**src/rtl/ook_wuc_pkg.sv**
```systemverilog
package ook_wuc_pkg;

  typedef enum logic [1:0] {
    ST_IDLE = 2'd0,
    ST_PRE  = 2'd1,
    ST_ADDR = 2'd2,
    ST_PAY  = 2'd3
  } tx_state_e;

  localparam logic [7:0] RATE_CODE_MIN = 8'h02;
  localparam logic [7:0] RATE_CODE_MAX = 8'h07;

  // A code is usable when it selects one of the supported power-of-two rates.
  function automatic logic rate_code_ok(input logic [7:0] code);
    return (code >= RATE_CODE_MIN) && (code <= RATE_CODE_MAX);
  endfunction

  // Number of halvings of the slowest bit period.
  function automatic logic [2:0] rate_shift(input logic [7:0] code);
    logic [7:0] diff;
    diff = code - RATE_CODE_MIN;
    return diff[2:0];
  endfunction

endpackage

```
**src/rtl/ook_bit_timer.sv**
```systemverilog
module ook_bit_timer #(
  parameter int DIV_W = 8
) (
  input  logic       clk,
  input  logic       rst_n,
  input  logic       run,
  input  logic [2:0] shift,
  output logic       tick
);

  logic [DIV_W-1:0] cnt_q;
  logic [DIV_W-1:0] cnt_d;
  logic [DIV_W-1:0] last_cnt;

  // Terminal count: (2**DIV_W >> shift) - 1
  always_comb begin
    last_cnt = {DIV_W{1'b1}} >> shift;
    tick     = run && (cnt_q == last_cnt);
    if (!run || tick) cnt_d = '0;
    else              cnt_d = cnt_q + 1'b1;
  end

  always_ff @(posedge clk or negedge rst_n) begin
    if (!rst_n) cnt_q <= '0;
    else        cnt_q <= cnt_d;
  end

endmodule

```
**src/rtl/ook_shift_out.sv**
```systemverilog
module ook_shift_out #(
  parameter int W = 64
) (
  input  logic         clk,
  input  logic         rst_n,
  input  logic         load,
  input  logic [W-1:0] load_val,
  input  logic         adv,
  output logic         msb
);

  logic [W-1:0] sr_q;
  logic [W-1:0] sr_d;

  always_comb begin
    if (load)     sr_d = load_val;
    else if (adv) sr_d = {sr_q[W-2:0], 1'b0};
    else          sr_d = sr_q;
  end

  always_ff @(posedge clk or negedge rst_n) begin
    if (!rst_n) sr_q <= '0;
    else        sr_q <= sr_d;
  end

  assign msb = sr_q[W-1];

endmodule

```
**src/rtl/ook_wuc_tx.sv**
```systemverilog
module ook_wuc_tx
  import ook_wuc_pkg::*;
#(
  parameter int BASE_LOG2 = 8,
  parameter int PRE_LEN   = 16,
  parameter int ADDR_W    = 16,
  parameter int PAY_BYTES = 6
) (
  input  logic                   clk,
  input  logic                   rst_n,
  input  logic                   start,
  input  logic [ADDR_W-1:0]      tgt_addr,
  input  logic [7:0]             rate_low,
  input  logic [7:0]             rate_fast,
  input  logic [7:0]             pay_flags,
  input  logic [PAY_BYTES*8-1:0] pay_data,
  output logic                   key_out,
  output logic                   busy,
  output logic                   done,
  output logic                   rate_err
);

  localparam int PAY_W   = PAY_BYTES * 8;
  localparam int FRAME_W = ADDR_W + PAY_W;
  localparam int MAX_AP  = (ADDR_W > PAY_W) ? ADDR_W : PAY_W;
  localparam int MAX_B   = (PRE_LEN > MAX_AP) ? PRE_LEN : MAX_AP;
  localparam int CNT_W   = $clog2(MAX_B + 1);
  localparam logic [CNT_W-1:0] PRE_LAST  = CNT_W'(PRE_LEN - 1);
  localparam logic [CNT_W-1:0] ADDR_LAST = CNT_W'(ADDR_W - 1);
  localparam logic [CNT_W-1:0] PAY_LAST  = CNT_W'(PAY_W - 1);

  tx_state_e        state_q, state_d;
  logic [CNT_W-1:0] bcnt_q, bcnt_d;
  logic [2:0]       lo_sh_q, lo_sh_d;
  logic [2:0]       hi_sh_q, hi_sh_d;
  logic             pay_en_q, pay_en_d;
  logic             done_q, done_d;
  logic             err_q, err_d;

  logic       codes_ok;
  logic       accept;
  logic       tick;
  logic       run;
  logic       sh_adv;
  logic       data_bit;
  logic [2:0] cur_shift;

  assign codes_ok  = rate_code_ok(rate_low) && rate_code_ok(rate_fast);
  assign accept    = (state_q == ST_IDLE) && start && codes_ok;
  assign run       = (state_q != ST_IDLE);
  assign cur_shift = (state_q == ST_PRE) ? lo_sh_q : hi_sh_q;
  assign sh_adv    = tick && ((state_q == ST_ADDR) || (state_q == ST_PAY));

  ook_bit_timer #(
    .DIV_W (BASE_LOG2)
  ) u_timer (
    .clk   (clk),
    .rst_n (rst_n),
    .run   (run),
    .shift (cur_shift),
    .tick  (tick)
  );

  ook_shift_out #(
    .W (FRAME_W)
  ) u_shift (
    .clk      (clk),
    .rst_n    (rst_n),
    .load     (accept),
    .load_val ({tgt_addr, pay_data}),
    .adv      (sh_adv),
    .msb      (data_bit)
  );

  // Next-state logic
  always_comb begin
    state_d  = state_q;
    bcnt_d   = bcnt_q;
    lo_sh_d  = lo_sh_q;
    hi_sh_d  = hi_sh_q;
    pay_en_d = pay_en_q;
    done_d   = 1'b0;
    err_d    = (state_q == ST_IDLE) && start && !codes_ok;
    unique case (state_q)
      ST_IDLE: begin
        if (accept) begin
          state_d  = ST_PRE;
          bcnt_d   = '0;
          lo_sh_d  = rate_shift(rate_low);
          hi_sh_d  = rate_shift(rate_fast);
          pay_en_d = pay_flags[0];
        end
      end
      ST_PRE: begin
        if (tick) begin
          if (bcnt_q == PRE_LAST) begin
            state_d = ST_ADDR;
            bcnt_d  = '0;
          end else begin
            bcnt_d = bcnt_q + 1'b1;
          end
        end
      end
      ST_ADDR: begin
        if (tick) begin
          if (bcnt_q == ADDR_LAST) begin
            bcnt_d = '0;
            if (pay_en_q) begin
              state_d = ST_PAY;
            end else begin
              state_d = ST_IDLE;
              done_d  = 1'b1;
            end
          end else begin
            bcnt_d = bcnt_q + 1'b1;
          end
        end
      end
      ST_PAY: begin
        if (tick) begin
          if (bcnt_q == PAY_LAST) begin
            state_d = ST_IDLE;
            bcnt_d  = '0;
            done_d  = 1'b1;
          end else begin
            bcnt_d = bcnt_q + 1'b1;
          end
        end
      end
      default: state_d = ST_IDLE;
    endcase
  end

  // State registers
  always_ff @(posedge clk or negedge rst_n) begin
    if (!rst_n) begin
      state_q  <= ST_IDLE;
      bcnt_q   <= '0;
      lo_sh_q  <= '0;
      hi_sh_q  <= '0;
      pay_en_q <= 1'b0;
      done_q   <= 1'b0;
      err_q    <= 1'b0;
    end else begin
      state_q  <= state_d;
      bcnt_q   <= bcnt_d;
      lo_sh_q  <= lo_sh_d;
      hi_sh_q  <= hi_sh_d;
      pay_en_q <= pay_en_d;
      done_q   <= done_d;
      err_q    <= err_d;
    end
  end

  // Preamble alternates starting with 1; the other sections come from the shifter.
  always_comb begin
    unique case (state_q)
      ST_PRE:           key_out = ~bcnt_q[0];
      ST_ADDR, ST_PAY:  key_out = data_bit;
      default:          key_out = 1'b0;
    endcase
  end

  assign busy     = run;
  assign done     = done_q;
  assign rate_err = err_q;

endmodule

```
**config.mk**
```make
export PLATFORM = sky130hd
export DESIGN_NAME = ook_wuc_tx
export DESIGN_NICKNAME = d
export VERILOG_FILES = /design/src/rtl/ook_wuc_pkg.sv /design/src/rtl/ook_bit_timer.sv /design/src/rtl/ook_shift_out.sv /design/src/rtl/ook_wuc_tx.sv
export SDC_FILE = /design/constraint.sdc
export NUM_CORES = 1
export LEC_CHECK = 0
export BUFFER_PORTS_ARGS = -buffer_cell sky130_fd_sc_hd__buf_2
export CAP_MARGIN = 20
export CELL_PAD_IN_SITES_DETAIL_PLACEMENT = 1
export CELL_PAD_IN_SITES_GLOBAL_PLACEMENT = 1
export CORE_AREA = 2 2 113 115
export CTS_CLUSTER_DIAMETER = 100
export DETAILED_ROUTE_END_ITERATION = 10
export DIE_AREA = 0 0 115 117
export PLACE_DENSITY = 0.86
export SYNTH_ARGS = -nofsm -noshare
export SYNTH_HDL_FRONTEND = slang
export SYNTH_SLANG_ARGS = --single-unit
```
**constraint.sdc**
```tcl
create_clock -name clk -period 2.7 [get_ports clk]
set_input_delay 0.135 -clock clk [delete_from_list [all_inputs] [get_ports clk]]
set_output_delay 0.135 -clock clk [all_outputs]
set_load 0.01 [all_outputs]
```
* Word-level counts from Yosys, hierarchy flattened
Cells that the tools add are included.
Cells by class: reductions and logical operators 20, shifts and indexed selects 1, muxes and demuxes 26, $add $sub $neg 4, multipliers 0, eq/ne operators 14, divide/modulo/power cells 0, magnitude comparators 4, bitwise logic cells 1
Operators by type and width (count):
- 64-bit 2-to-1 mux | 2
- 6-bit 2-to-1 mux | 5
- 6-bit case mux with 3 select lines | 1
- 8-bit by 2-bit >= comparator with 1-bit output, second input constant | 2
- 8-bit by 3-bit <= comparator with 1-bit output, second input constant | 2
- 2-bit 2-to-1 mux | 8
- 8-bit by 1-bit adder with 8-bit output, second input constant | 1
- 8-bit == test | 1
- 1-bit logical AND | 8
- 8-bit 2-to-1 mux | 1
- 2-bit by 1-bit inequality test with 1-bit output, second input constant | 4
- 2-bit inequality test, second input constant | 4
- 2-bit case mux with 4 select lines | 1
- 8-bit by 3-bit >> shifter with 8-bit output, first input constant | 1
- 7-bit AND reduction | 1
- 6-bit by 1-bit adder with 6-bit output, second input constant | 1
- 6-bit by 4-bit == test with 1-bit output, second input constant | 1
- 6-bit == test, second input constant | 1
- 3-bit by 2-bit subtractor with 3-bit output, second input constant | 2
- 1-bit 2-to-1 mux | 5
- 2-bit == test, second input constant | 2
- 1-bit case mux with 2 select lines | 2
- 2-bit nonzero test | 2
- 2-bit OR reduction | 2
- 8 further kinds | 10
Word-level totals: logic and storage cells 79, output and inout bits 4, memory bits (writable) 0, bits in registers 89, memories 0, bits in latches 0, memory bits (read-only) 0, input port bits 91

* Logic depth before layout (Yosys ltp)
depth after elaboration 8, gate-level depth with buffers 12

* Modules after synthesis
A second synthesis with hierarchy kept.
Unflattened totals: cells, all modules 445, area total of the unflattened synthesis 4605.7 µm²
By module, submodules not included:
- ook_shift_out | cells an instance 277, instances 1, area an instance 2996.6 µm²
- ook_wuc_tx | cells an instance 106, instances 1, area an instance 1036.0 µm²
- ook_bit_timer | cells an instance 62, instances 1, area an instance 573.0 µm²

* Worst setup path before layout
No wires, ideal clock.
path kind register to register, from register state_q[1], to register u_shift.sr_q[17], cell stages (with the launch flop) 13, data required time 2563 ps, arrival time 2532 ps, path buffers 3, period minus slack after synthesis 2669 ps, slack 31 ps, cells stage by stage dfrtp_1 inv_1 ha_1 buf_6 nand3b_1 a211o_1 o211a_1 a211o_1 nor4_2 buf_6 buf_12 mux2i_1 a21oi_1
On the way: cells in the longest elaborated chain, start to end 7, elaborated cells on any way between the ends 15
RTL lines:
- from (decl) | RTL line ook_wuc_tx.sv:32 | tx_state_e state_q, state_d;
- from (signal assigned) | RTL line ook_wuc_tx.sv:145 | state_q <= state_d;
- 2-bit by 1-bit == test with 1-bit output | RTL line ook_wuc_tx.sv:51 | assign cur_shift = (state_q == ST_PRE) ? lo_sh_q : hi_sh_q;
- 3-bit 2-to-1 mux | RTL line ook_wuc_tx.sv:51
- 8-bit by 3-bit >> shifter with 8-bit output | RTL line ook_bit_timer.sv:17 | last_cnt = {DIV_W{1'b1}} >> shift;
- 8-bit == test | RTL line ook_bit_timer.sv:18 | tick = run && (cnt_q == last_cnt);
- 1-bit logical AND | RTL line ook_bit_timer.sv:18
- 1-bit logical AND | RTL line ook_wuc_tx.sv:52 | assign sh_adv = tick && ((state_q == ST_ADDR) || (state_q == ST_PAY));
- 2-bit nonzero test (no source line)
- to (signal assigned) | RTL line ook_shift_out.sv:23 | else sr_q <= sr_d;
- to (decl) | RTL line ook_shift_out.sv:12 | logic [W-1:0] sr_q;
Parallel ways exist; a longest one is shown, timed or not. A chain may end at the register's enable or synchronous reset.

* Worst setup path after layout
from register state_q[1], to register u_shift.sr_q[16]
The elaborated chain is that of the path after synthesis.

==> flow_metrics.tcl <==
set metrics [dict create \
    yosys_warnings 0 \
    final_nets 658 \
    worstHoldPathType "primary input to flop" \
    multiInputGateArea_sq_um 2270 \
    placed_cell_area_sq_um 5230 \
    power.leakage_nw 2.38 \
    start_util 0.372 \
    diodes 0 \
    cts_buffer_depth 2 \
    synthXorXnorAreaFrac 0.0191 \
    grt_pass1_wl_um 19000 \
    grt_pass1_vias 3840 \
    wirelength_um 12400 \
    tns_ns -8.03 \
    synth-compound-area-share 0.127 \
    hold_viol 0 \
    synth_area_leaders "dfrtp_1 49%, mux2i_1 14%, a21oi_1 7.2%" \
    synth_area_per_cell_sq_um 10.2 \
    ir_worst_vdd_mv 0.207 \
    utilization 0.491 \
    numCtsBuffers 9 \
    power_mw 2.90 \
    post-place-ws_ns -0.222 \
    core_sq_um 12300 \
    critPathKind "flop to flop" \
    dieArea_sq_um 13500 \
    path_clk_slew_ns 0.07 \
    syn-num-nets 547 \
    synthTopCellsByCount "89 x dfrtp_1, 76 x nor2_1, 66 x a21oi_1" \
    synth_cell_types 51 \
    dp_hpwl_um 7690 \
    worstReg2RegEnd "u_shift.sr_q[16]" \
    synthAdderAreaFrac 0.0191 \
    pwr-share-comb 0.035 \
    fin_ws_ns -0.203 \
    run_status "finished with violations" \
    slew_viol_final 0 \
    cp.required_ns 2.90 \
    crit_path_start_kind "flop" \
    synthFlopType "dfrtp_1" \
    clock.fmax_ghz 0.345 \
    drv_cap 0 \
    seq_power_share 0.460 \
    vias 3775 \
    fin_hold_ws_ns 0.0180 \
    area_growth_pct 31.9 \
    ios 95 \
    p_clk_frac 0.505 \
    fin_crit_ns 2.90 \
    synth_edf_count 0 \
    chipHeight_um 117 \
    powerDensity_nw_per_um2 480 \
    synth_most_common_cell "dfrtp_1" \
    synth_top_area_share 0.486 \
    final_cell_area_sq_um 6040 \
    switching_share 0.209 \
    place_congestion 0.815 \
    cts_sinks 89 \
    fin_skew_ns 0.00834 \
    syn_inst 449 \
    yosys-mux-area-fraction 0.160 \
    critPathLaunch "state_q[1]" \
    postRouteAntennaNets 0 \
    grt_max_degree 90 \
    worstSkewPairLatency_ns 0.35 \
    drc 0 \
    final_cells 715 \
    fin_crit_sh 1.08 \
    power.internal_mw 2.29 \
    worst_pin_slew_ns 0.850 \
    violations "setup timing" \
    synth_seq_cells 89 \
    grt_antenna_before_repair 0 \
    synthArstFlopShare 1.00 \
    grt.total_usage 0.182 \
    syn_area_sq_um 4580 \
    synth_top_family_by_area "multiplexers" \
    rr_startpoint "state_q[1]" \
    critPathArrivalTime_ns 3.10 \
    post-synth-top-area-cell "dfrtp_1" \
    power.switching_uw 606 \
    via_per_inst 5.28 \
    crit_path_max_fanout 6 \
    yosys.area_share.simple 0.137 \
    r2r_slack_ns -0.20 \
    overflow 0 \
    cts.root.buffer_cell "clkbuf_16" \
    cts_tree "built" \
    drive_gt1_frac 0.306 \
    endpoint "u_shift.sr_q[16]" \
    wl_per_cell_um 17.3 \
    core.rowCount 41 \
    rsz0062_at_grt "yes" \
    fill_cells 1359 \
    drt-initial-drc-count 135 \
    h-tree-depth 3 \
    io_buffers 87 \
    ys_seq_area_frac 0.486 \
    setup_viol 66 \
    regArea_sq_um 2230 \
    min_path_cells 2 \
    reg2reg_depth 13 \
    drt_pass1_iterations 4 \
    cp-end-kind "flop" \
    dieWidth_um 115 \
    dp.cells 681 \
    slew_headroom 0.428 \
]
[registers in the layout (all words and copies together), names as in the netlist, 2 cells and up]
signal,cells
u_timer.cnt_q,8
state_q,2
u_shift.sr_q,64
lo_sh_q,3
hi_sh_q,3
bcnt_q,6
[worst min path at each step]
stage                 to  slack (ns)         start
2_1_floorplan  bcnt_q[0]       -0.16         rst_n
3_3_place_gp    pay_en_q        0.37  pay_flags[0]
3_5_place_dp    pay_en_q        0.37  pay_flags[0]
4_1_cts         pay_en_q       0.004  pay_flags[0]
5_1_grt         pay_en_q        0.02  pay_flags[0]
6_report        pay_en_q        0.02  pay_flags[0]
[critical path: stages (launching register included)]
cell	delay, ns
dfrtp_1	0.39
inv_2	0.08
ha_4	0.18
buf_6	0.14
or3b_1	0.36
o311ai_1	0.12
nand3_1	0.12
a211o_1	0.34
nor4_4	0.20
buf_6	0.18
clkbuf_16	0.17
buf_8	0.13
mux2i_1	0.23
a21oi_1	0.11
[power groups by stage]
| stage | Sequential (mW) | Combinational, mW | Clock [mW] |
|---|---|---|---|
| after global routing | 1.33 | 0.114 | 1.57 |
| after CTS | 1.33 | 0.0978 | 1.50 |
| after detailed placement | 1.36 | 0.0973 | 0 |
| after global placement | 1.36 | 0.0941 | 0 |
| after floorplan | 1.36 | 0.00436 | 0 |
| final | 1.33 | 0.101 | 1.47 |
[timing repair]
item                       in CTS  in global routing
hold endpoints to repair        0                 38
cloned                          1                  6
hold buffers                    0                  1
buffers inserted                7                  4
pin swaps                      12                 31
setup endpoints to repair      74                 73
resized for setup              23                 21
[cells in the final DEF, fill, tap and decap left out, types with 4 or more instances in the layout]
| cell type | n |
|---|---|
| dfrtp_1 | 89 |
| buf_2 | 86 |
| nor2_1 | 74 |
| a21oi_1 | 65 |
| mux2i_1 | 57 |
| buf_4 | 19 |
| nand2_1 | 16 |
| clkbuf_16 | 14 |
| nand3_1 | 8 |
| nor3_1 | 8 |
| mux2i_2 | 7 |
| xor2_1 | 6 |
| o21ai_1 | 6 |
| o21ai_0 | 6 |
| ha_1 | 6 |
| buf_6 | 6 |
| inv_1 | 5 |
| xnor2_1 | 4 |
| nor4_1 | 4 |
| buf_16 | 4 |
[layout make-up]
cell class,instances,share of cell area
Multi-Input combinational cell,327,0.376
Sequential cell,89,0.369
Timing Repair Buffer,127,0.164
Clock buffer,10,0.0379
Tap cell,150,0.0311
Clock inverter,6,0.0186
Inverter,6,0.00373
[kinds of logic (layout without fill, tap and decap cells)]
family	after synthesis	count (layout)
compound gates	102	102
xor+xnor	10	10
fa+ha+maj	7	7
buf+inv	33	149
flops	89	89
mux	71	71
simple gates	137	137
[metal layers]
metal  routed length (um)  track usage
met3                  374       0.0288
met2                 6450        0.320
met4                  278       0.0843
met5                    0            0
met1                 5280        0.221
Power figures use the tool's default switching activity.
